--- config.mk ---
export PLATFORM = sky130hd
export DESIGN_NAME = gpio_mask_port
export DESIGN_NICKNAME = d
export VERILOG_FILES = /design/src/rtl/gpio_mask_pkg.sv /design/src/rtl/gpio_sync.sv /design/src/rtl/gpio_regs.sv /design/src/rtl/gpio_rdpath.sv /design/src/rtl/gpio_mask_port.sv
export SDC_FILE = /design/constraint.sdc
export NUM_CORES = 1
export LEC_CHECK = 0
export ABC_AREA = 1
export BUFFER_PORTS_ARGS = -buffer_cell sky130_fd_sc_hd__buf_2
export CORE_UTILIZATION = 35
export CTS_BUF_LIST = sky130_fd_sc_hd__clkbuf_4 sky130_fd_sc_hd__clkbuf_8
export CTS_CLUSTER_DIAMETER = 100
export CTS_CLUSTER_SIZE = 20
export DETAILED_ROUTE_END_ITERATION = 6
export PLACE_DENSITY = 0.61
export SKIP_CTS_REPAIR_TIMING = 1
export SLEW_MARGIN = 20
export SYNTH_ARGS = -nofsm -noshare
export SYNTH_HDL_FRONTEND = slang
export SYNTH_SLANG_ARGS = --single-unit
--- constraint.sdc ---
create_clock -name clk_i -period 1.3 [get_ports clk_i]
set_clock_uncertainty 0.05 [all_clocks]
set_input_delay 0.13 -clock clk_i [delete_from_list [all_inputs] [get_ports clk_i]]
set_output_delay 0.13 -clock clk_i [all_outputs]
set_load 0.03 [all_outputs]
--- src/rtl/gpio_mask_pkg.sv ---
package gpio_mask_pkg;
  typedef enum logic [1:0] {
    ACC_NONE = 2'd0,
    ACC_DATA = 2'd1,
    ACC_DIR  = 2'd2
  } acc_kind_e;
endpackage

--- src/rtl/gpio_sync.sv ---
module gpio_sync #(
  parameter int unsigned NUM_PINS = 8
) (
  input  logic                clk_i,
  input  logic                rst_ni,
  input  logic [NUM_PINS-1:0] pad_i,
  output logic [NUM_PINS-1:0] sync_o
);
  logic [NUM_PINS-1:0] meta_q, sync_q;

  always_ff @(posedge clk_i or negedge rst_ni) begin
    if (!rst_ni) begin
      meta_q <= '0;
      sync_q <= '0;
    end else begin
      meta_q <= pad_i;
      sync_q <= meta_q;
    end
  end

  assign sync_o = sync_q;

  // cycles since reset, saturating, for the latency check
  logic [1:0] age_q;
  always_ff @(posedge clk_i or negedge rst_ni) begin
    if (!rst_ni) age_q <= '0;
    else if (age_q != 2'd2) age_q <= age_q + 2'd1;
  end

  AST_SYNC_LATENCY: assert property (@(posedge clk_i) disable iff (!rst_ni)
    (age_q == 2'd2) |-> (sync_o == $past(pad_i, 2)));
endmodule

--- src/rtl/gpio_regs.sv ---
module gpio_regs #(
  parameter int unsigned NUM_PINS = 8
) (
  input  logic                clk_i,
  input  logic                rst_ni,
  input  logic                dir_we_i,
  input  logic                data_we_i,
  input  logic [NUM_PINS-1:0] wmask_i,
  input  logic [NUM_PINS-1:0] wdata_i,
  output logic [NUM_PINS-1:0] dir_o,
  output logic [NUM_PINS-1:0] out_o
);
  logic [NUM_PINS-1:0] dir_q, out_q, upd;

  // only pins that are selected and currently outputs take new data
  assign upd = wmask_i & dir_q;

  always_ff @(posedge clk_i or negedge rst_ni) begin
    if (!rst_ni) begin
      dir_q <= '0;
      out_q <= '0;
    end else begin
      if (dir_we_i)  dir_q <= wdata_i;
      if (data_we_i) out_q <= (out_q & ~upd) | (wdata_i & upd);
    end
  end

  assign dir_o = dir_q;
  assign out_o = out_q;

  AST_DIR_HOLD: assert property (@(posedge clk_i) disable iff (!rst_ni)
    !dir_we_i |=> $stable(dir_o));
  AST_OUT_HOLD: assert property (@(posedge clk_i) disable iff (!rst_ni)
    !data_we_i |=> $stable(out_o));
  AST_UNSELECTED_KEEP: assert property (@(posedge clk_i) disable iff (!rst_ni)
    data_we_i |=> (((out_o ^ $past(out_o)) & ~$past(wmask_i)) == '0));
  AST_INPUT_PIN_KEEP: assert property (@(posedge clk_i) disable iff (!rst_ni)
    data_we_i |=> (((out_o ^ $past(out_o)) & ~$past(dir_o)) == '0));
endmodule

--- src/rtl/gpio_rdpath.sv ---
module gpio_rdpath
  import gpio_mask_pkg::*;
#(
  parameter int unsigned NUM_PINS = 8
) (
  input  logic                clk_i,
  input  logic                rst_ni,
  input  logic                rd_en_i,
  input  acc_kind_e           kind_i,
  input  logic [NUM_PINS-1:0] rmask_i,
  input  logic [NUM_PINS-1:0] dir_i,
  input  logic [NUM_PINS-1:0] out_i,
  input  logic [NUM_PINS-1:0] sync_i,
  output logic [NUM_PINS-1:0] rdata_o
);
  logic [NUM_PINS-1:0] pin_val, rd_mux, rdata_q;

  for (genvar p = 0; p < NUM_PINS; p++) begin : g_pin
    assign pin_val[p] = rmask_i[p] & (dir_i[p] ? out_i[p] : sync_i[p]);
  end

  always_comb begin
    unique case (kind_i)
      ACC_DATA: rd_mux = pin_val;
      ACC_DIR:  rd_mux = dir_i;
      default:  rd_mux = '0;
    endcase
  end

  always_ff @(posedge clk_i or negedge rst_ni) begin
    if (!rst_ni)      rdata_q <= '0;
    else if (rd_en_i) rdata_q <= rd_mux;
  end

  assign rdata_o = rdata_q;

  AST_RDATA_HOLD: assert property (@(posedge clk_i) disable iff (!rst_ni)
    !rd_en_i |=> $stable(rdata_o));
  AST_UNMAPPED_ZERO: assert property (@(posedge clk_i) disable iff (!rst_ni)
    (rd_en_i && kind_i == ACC_NONE) |=> (rdata_o == '0));
  AST_MASKED_ZERO: assert property (@(posedge clk_i) disable iff (!rst_ni)
    (rd_en_i && kind_i == ACC_DATA) |=> ((rdata_o & ~$past(rmask_i)) == '0));
endmodule

--- src/rtl/gpio_mask_port.sv ---
module gpio_mask_port
  import gpio_mask_pkg::*;
#(
  parameter int unsigned NUM_PINS   = 8,
  parameter int unsigned ADDR_W     = 12,
  parameter int unsigned MASK_LSB   = 2,
  parameter int unsigned DIR_OFFSET = 'h400
) (
  input  logic                clk_i,
  input  logic                rst_ni,
  input  logic                sel_i,
  input  logic                wr_i,
  input  logic [ADDR_W-1:0]   addr_i,
  input  logic [NUM_PINS-1:0] wdata_i,
  output logic [NUM_PINS-1:0] rdata_o,
  input  logic [NUM_PINS-1:0] pad_i,
  output logic [NUM_PINS-1:0] pad_o,
  output logic [NUM_PINS-1:0] pad_oe_o
);
  localparam int unsigned WIN_BITS = MASK_LSB + NUM_PINS;

  acc_kind_e           kind;
  logic                data_hit, dir_hit;
  logic [NUM_PINS-1:0] amask, dir, outv, sync;

  assign data_hit = (addr_i[ADDR_W-1:WIN_BITS] == '0) && (addr_i[MASK_LSB-1:0] == '0);
  assign dir_hit  = (addr_i == ADDR_W'(DIR_OFFSET));
  assign amask    = addr_i[MASK_LSB +: NUM_PINS];

  always_comb begin
    if (data_hit)     kind = ACC_DATA;
    else if (dir_hit) kind = ACC_DIR;
    else              kind = ACC_NONE;
  end

  gpio_sync #(.NUM_PINS(NUM_PINS)) u_sync (
    .clk_i  (clk_i),
    .rst_ni (rst_ni),
    .pad_i  (pad_i),
    .sync_o (sync)
  );

  gpio_regs #(.NUM_PINS(NUM_PINS)) u_regs (
    .clk_i     (clk_i),
    .rst_ni    (rst_ni),
    .dir_we_i  (sel_i && wr_i && kind == ACC_DIR),
    .data_we_i (sel_i && wr_i && kind == ACC_DATA),
    .wmask_i   (amask),
    .wdata_i   (wdata_i),
    .dir_o     (dir),
    .out_o     (outv)
  );

  gpio_rdpath #(.NUM_PINS(NUM_PINS)) u_rd (
    .clk_i   (clk_i),
    .rst_ni  (rst_ni),
    .rd_en_i (sel_i && !wr_i),
    .kind_i  (kind),
    .rmask_i (amask),
    .dir_i   (dir),
    .out_i   (outv),
    .sync_i  (sync),
    .rdata_o (rdata_o)
  );

  assign pad_o    = outv;
  assign pad_oe_o = dir;

  AST_READ_NO_SIDE_EFFECT: assert property (@(posedge clk_i) disable iff (!rst_ni)
    (sel_i && !wr_i) |=> ($stable(pad_o) && $stable(pad_oe_o)));
  AST_UNMAPPED_WRITE: assert property (@(posedge clk_i) disable iff (!rst_ni)
    (sel_i && wr_i && !data_hit && !dir_hit) |=> ($stable(pad_o) && $stable(pad_oe_o)));
endmodule

* Word-level counts from Yosys, hierarchy flattened
Cells that the tools add are included.
** Storage, ports and cells
- Output and inout bits :: 24
- Input port bits :: 32
- Bits in registers :: 40
** Cells by class
- Reduce and logical (&&, ||, !) cells :: 8
- Multiplexer cells :: 11
- Equality and inequality tests :: 3
- Bitwise logic cells :: 13
** Operators by type and width (count)
- AND 8 bit :: 3
- one-hot mux 8 bit (2 select lines) :: 1
- == test 12 x 11 -> 1 bit, second input constant :: 1
- AND 1 bit :: 8
- two-way mux 1 bit :: 8
- NOT 8 bit :: 1
- bitwise OR 8 bit :: 1
- logical AND 1 bit :: 5
- logical NOT 2 bit :: 2
- two-way mux 2 bit :: 2
- == test 2 x 1 -> 1 bit, second input constant :: 1
- == test 2 bit, second input constant :: 1
- logical NOT 1 bit :: 1

* Logic depth before layout (Yosys ltp)
- Word-level depth :: 5
- Mapped depth :: 7

* Modules after synthesis
From an unflattened synthesis, not the netlist that was laid out.
** Unflattened totals
- Cells, all modules :: 226
- Area, all modules :: 1808.0 um^2
** By module, submodules not included
- gpio_regs :: area each 679.4 um^2, times used 1, sequential area each 400.4 um^2, cells each 74
- gpio_rdpath :: area each 641.9 um^2, times used 1, sequential area each 200.2 um^2, cells each 116
- gpio_sync :: area each 400.4 um^2, times used 1, sequential area each 400.4 um^2, cells each 16
- gpio_mask_port :: area each 86.3 um^2, times used 1, sequential area each 0.0 um^2, cells each 20

* Worst setup path after synthesis
Ideal clock, no wire load.
- Kind :: input to register
- Start :: input addr_i[9]
- End :: register u_regs.dir_q[6], in the netlist u_regs.dir_o[6]
- Arrival time :: 0.935 ns
- Buffers on the path :: 1
- Required time :: 1.132 ns
- Slack :: 0.197 ns
- Stages :: 6
- Library setup time :: 0.118 ns
- Cell sequence :: or2_4 nor2_4 nand3_4 buf_6 nand2_2 o21ai_2
** Between the ends
- Cells in the longest elaborated chain, start to end :: 5
** RTL lines
- start: declaration :: RTL line gpio_mask_port.sv:13 : input logic [ADDR_W-1:0] addr_i,
- == test 12 x 11 -> 1 bit :: RTL line gpio_mask_port.sv:27 : assign dir_hit = (addr_i == ADDR_W'(DIR_OFFSET));
- two-way mux 2 bit :: RTL line gpio_mask_port.sv:32 : else if (dir_hit) kind = ACC_DIR;
- two-way mux 2 bit :: RTL line gpio_mask_port.sv:31 : if (data_hit) kind = ACC_DATA;
- == test 2 bit :: RTL line gpio_mask_port.sv:46 : .dir_we_i (sel_i && wr_i && kind == ACC_DIR),
- logical AND 1 bit :: RTL line gpio_mask_port.sv:46
- end signal: assignment :: RTL line gpio_regs.sv:23 : if (dir_we_i) dir_q <= wdata_i;
- end: declaration :: RTL line gpio_regs.sv:13 : logic [NUM_PINS-1:0] dir_q, out_q, upd;
No other way between the ends.
A chain may end at the register's enable or synchronous reset.

* Worst setup path in the final report
- Start :: register u_regs.dir_q[7], in the netlist u_regs.dir_o[7]
- End :: output pad_oe_o[7]
** RTL lines
- end: declaration :: RTL line gpio_mask_port.sv:18 : output logic [NUM_PINS-1:0] pad_oe_o
No word-level cell between the ends.

==> flow_summary.json <==
{
  "hold_start": "wdata_i[4]",
  "h-tree-depth": 2,
  "nFillCells": 485,
  "cts_buffers": 5,
  "gp_congestion": 0.7796,
  "worstHoldEndpoint": "u_regs.dir_o[4]",
  "r2r_cells": 5,
  "drt-initial-drc-count": 53,
  "fin_nets": 303,
  "layout_min_cycle_time_ns": 1.142,
  "synth_seq_cells": 40,
  "slowest_delay_ns": 0.44,
  "synth_area_sq_um": 1762,
  "fin_crit_sh_pct": 87.85,
  "clk_path_buf_depth": 2,
  "drive_gt1_share_pct": 32.35,
  "synth_seq_area_share_pct": 56.82,
  "syn_to_final_growth_pct": 33.66,
  "cp.arrival_ns": 0.96,
  "fmax_ghz": 0.8756,
  "wirelength_microns": 3866,
  "grt_pass1_wl_microns": 6265,
  "gr-total-overflow": 0,
  "power_density_nw_per_um2": 1070,
  "ir_drop_mv": 0.6728,
  "grt_start_max_net_pins": 41,
  "power_frac_comb_pct": 12.7,
  "wire_per_inst_microns": 11.40,
  "synth_cell_type_count": 17,
  "max-cap-violations": 0,
  "cp_top_family": "flip-flops",
  "grt_usage_pct": 15.64,
  "synth_area_leaders": "dfrtp_1 57%, nor2_1 8.7%, nand3_1 6.8%, inv_1 5.8%, nand2_1 5.5%",
  "firstDrtPassIters": 4,
  "setup_ws_ns": 0.1580,
  "path_cells": "buf_2",
  "cp_max_fo": 6,
  "diodes": 0,
  "avgSynthCellArea_sq_um": 9.034,
  "switching_share_pct": 24.82,
  "synth_top_area_share_pct": 56.82,
  "cellLeakagePower_nw": 1.268,
  "cp.required_ns": 1.12,
  "hp-class": "input port to flop",
  "via_per_inst": 4.398,
  "rows": 25,
  "die_y_microns": 72.95,
  "internal-power_w": 0.001895,
  "cts_tree": "yes",
  "synth_area_leader_cell": "dfrtp_1",
  "rsz0062_at_grt": "false",
  "p_switching_w": 0.0006256,
  "syn_inst": 195,
  "grt_pass1_vias": 1310,
  "setup_viol": 0,
  "crit_cells": 1,
  "yosys_warnings": 0,
  "setup_tns_ns": 0,
  "syn-num-nets": 227,
  "r2r_setup_slack_ns": 0.27,
  "maxSlewHeadroom_pct": 80.03,
  "port_buffers": 55,
  "clk_pin_slew_ns": 0.08,
  "cts.sinks": 40,
  "critical_path.endpoint_type": "primary output",
  "crit_slowest_cell": "dfrtp_1",
  "tightestPinTransition_ns": 0.2993,
  "antenna_left": 0,
  "ios": 56,
  "status": "complete, no violations",
  "antenna_found_initial": 0,
  "route.detailed.drc": 0,
  "clkPwrFrac_pct": 34.9,
  "pwr-share-seq_pct": 52.4,
  "cts_root_buf": "clkbuf_8",
  "hold_viol": 0,
  "dieArea_sq_um": 5321,
  "r2r-start": "u_regs.dir_o[0]",
  "place_ws_ns": 0.02028,
  "cp-start-kind": "flop",
  "path_buf_inv": 1,
  "r2r_end": "u_rd.rdata_o[0]",
  "vias": 1491,
  "hpwl_microns": 2713,
  "core_area_sq_um": 4786,
  "initial_core_util_pct": 36.81,
  "insertion_delay_ns": 0.28,
  "die_w_microns": 72.95,
  "slew_viol_final": 0,
  "critPathKind": "flop to primary output",
  "hold-path-cell-count": 3
}
-- layer usage --
metal	up-vias	GRT usage, %	part of all wire, %
met5	-	0	0
met4	0	6.100	0.39
met3	2	3.315	5.2
met2	39	23.16	46
met1	684	22.42	49
li1	766	-	-
-- power by group through the flow --
stage	combinational [W]	sequential [W]	clock, W
2_1_floorplan	0.0000914	0.00140	0
3_3_place_gp	0.000302	0.00135	0
3_5_place_dp	0.000304	0.00135	0
4_1_cts	0.000305	0.00132	0.000901
5_1_grt	0.000354	0.00133	0.000955
6_report	0.000320	0.00132	0.000879
-- per-stage QoR --
step	instance area [sq um]	total power (W)	std cells	hold WS (ns)	util, %
finish	2355	0.002520	339	0.05177	49.20
global route	2355	0.002639	339	0.06273	49.20
CTS	2265	0.002529	330	-0.2442	47.32
detailed placement	2167	0.001651	322	0.06560	45.28
global placement	2167	0.001649	322	0.06570	45.28
floorplan	1762	0.001495	195	-0.2156	-
-- cell usage after synthesis --
master,n
inv_1,27
nand3_1,24
buf_6,1
nor2_2,1
a21oi_1,8
nor2_4,4
nor2_1,41
o21ai_2,8
nand2_4,1
nand2_1,26
o21ai_0,7
dfrtp_1,40
nand3_4,1
nand2_2,2
o21ai_1,2
or2_4,1
nor2_8,1
-- cell families (layout without fill, tap and decap cells) --
family / count (synthesis) / after routing / synth area share, %
buffers and inverters: 28 / 105 / 6.392
AND/OR/NAND/NOR: 102 / 102 / 27.98
flip-flops: 40 / 40 / 56.82
AO/OA/AOI/OAI: 25 / 25 / 8.807
-- how the worst max path moves through the flow --
| stage | startpoint | endpoint | slack, ns |
|---|---|---|---|
| finish | u_regs.dir_o[7] | pad_oe_o[7] | 0.16 |
| global route | u_regs.dir_o[6] | pad_oe_o[6] | 0.11 |
| CTS | u_regs.dir_o[7] | pad_oe_o[7] | 0.14 |
| detailed placement | addr_i[4] | u_regs.dir_o[4] | 0.02 |
| global placement | addr_i[4] | u_regs.dir_o[4] | 0.04 |
| floorplan | addr_i[9] | u_regs.dir_o[6] | 0.20 |
-- cells in the final DEF (no fill, tap or decap) --
| cell type | n |
|---|---|
| nor2_4 | 4 |
| o21ai_1 | 2 |
| nand3_1 | 24 |
| buf_12 | 1 |
| o21ai_0 | 7 |
| nand2_2 | 2 |
| buf_4 | 5 |
| or2_4 | 1 |
| nand2_4 | 1 |
| nor2_1 | 41 |
| clkbuf_4 | 2 |
| nor2_8 | 1 |
| dlygate4sd3_1 | 9 |
| a21oi_1 | 8 |
| nand2_1 | 26 |
| clkbuf_8 | 6 |
| nor2_2 | 1 |
| nand3_4 | 1 |
| inv_1 | 27 |
| buf_2 | 55 |
| o21ai_2 | 8 |
| dfrtp_1 | 40 |
-- layout make-up --
| type | count | area, sq um | area share (%) |
|---|---|---|---|
| flip-flops and latches | 40 | 1001 | 42.51 |
| multi-input cells | 127 | 648.1 | 27.52 |
| repair buffers | 70 | 422.9 | 17.96 |
| inverters | 27 | 101.3 | 4.304 |
| clock buffers | 8 | 97.59 | 4.145 |
| well taps | 67 | 83.83 | 3.560 |
(Power assumes the default switching activity.)
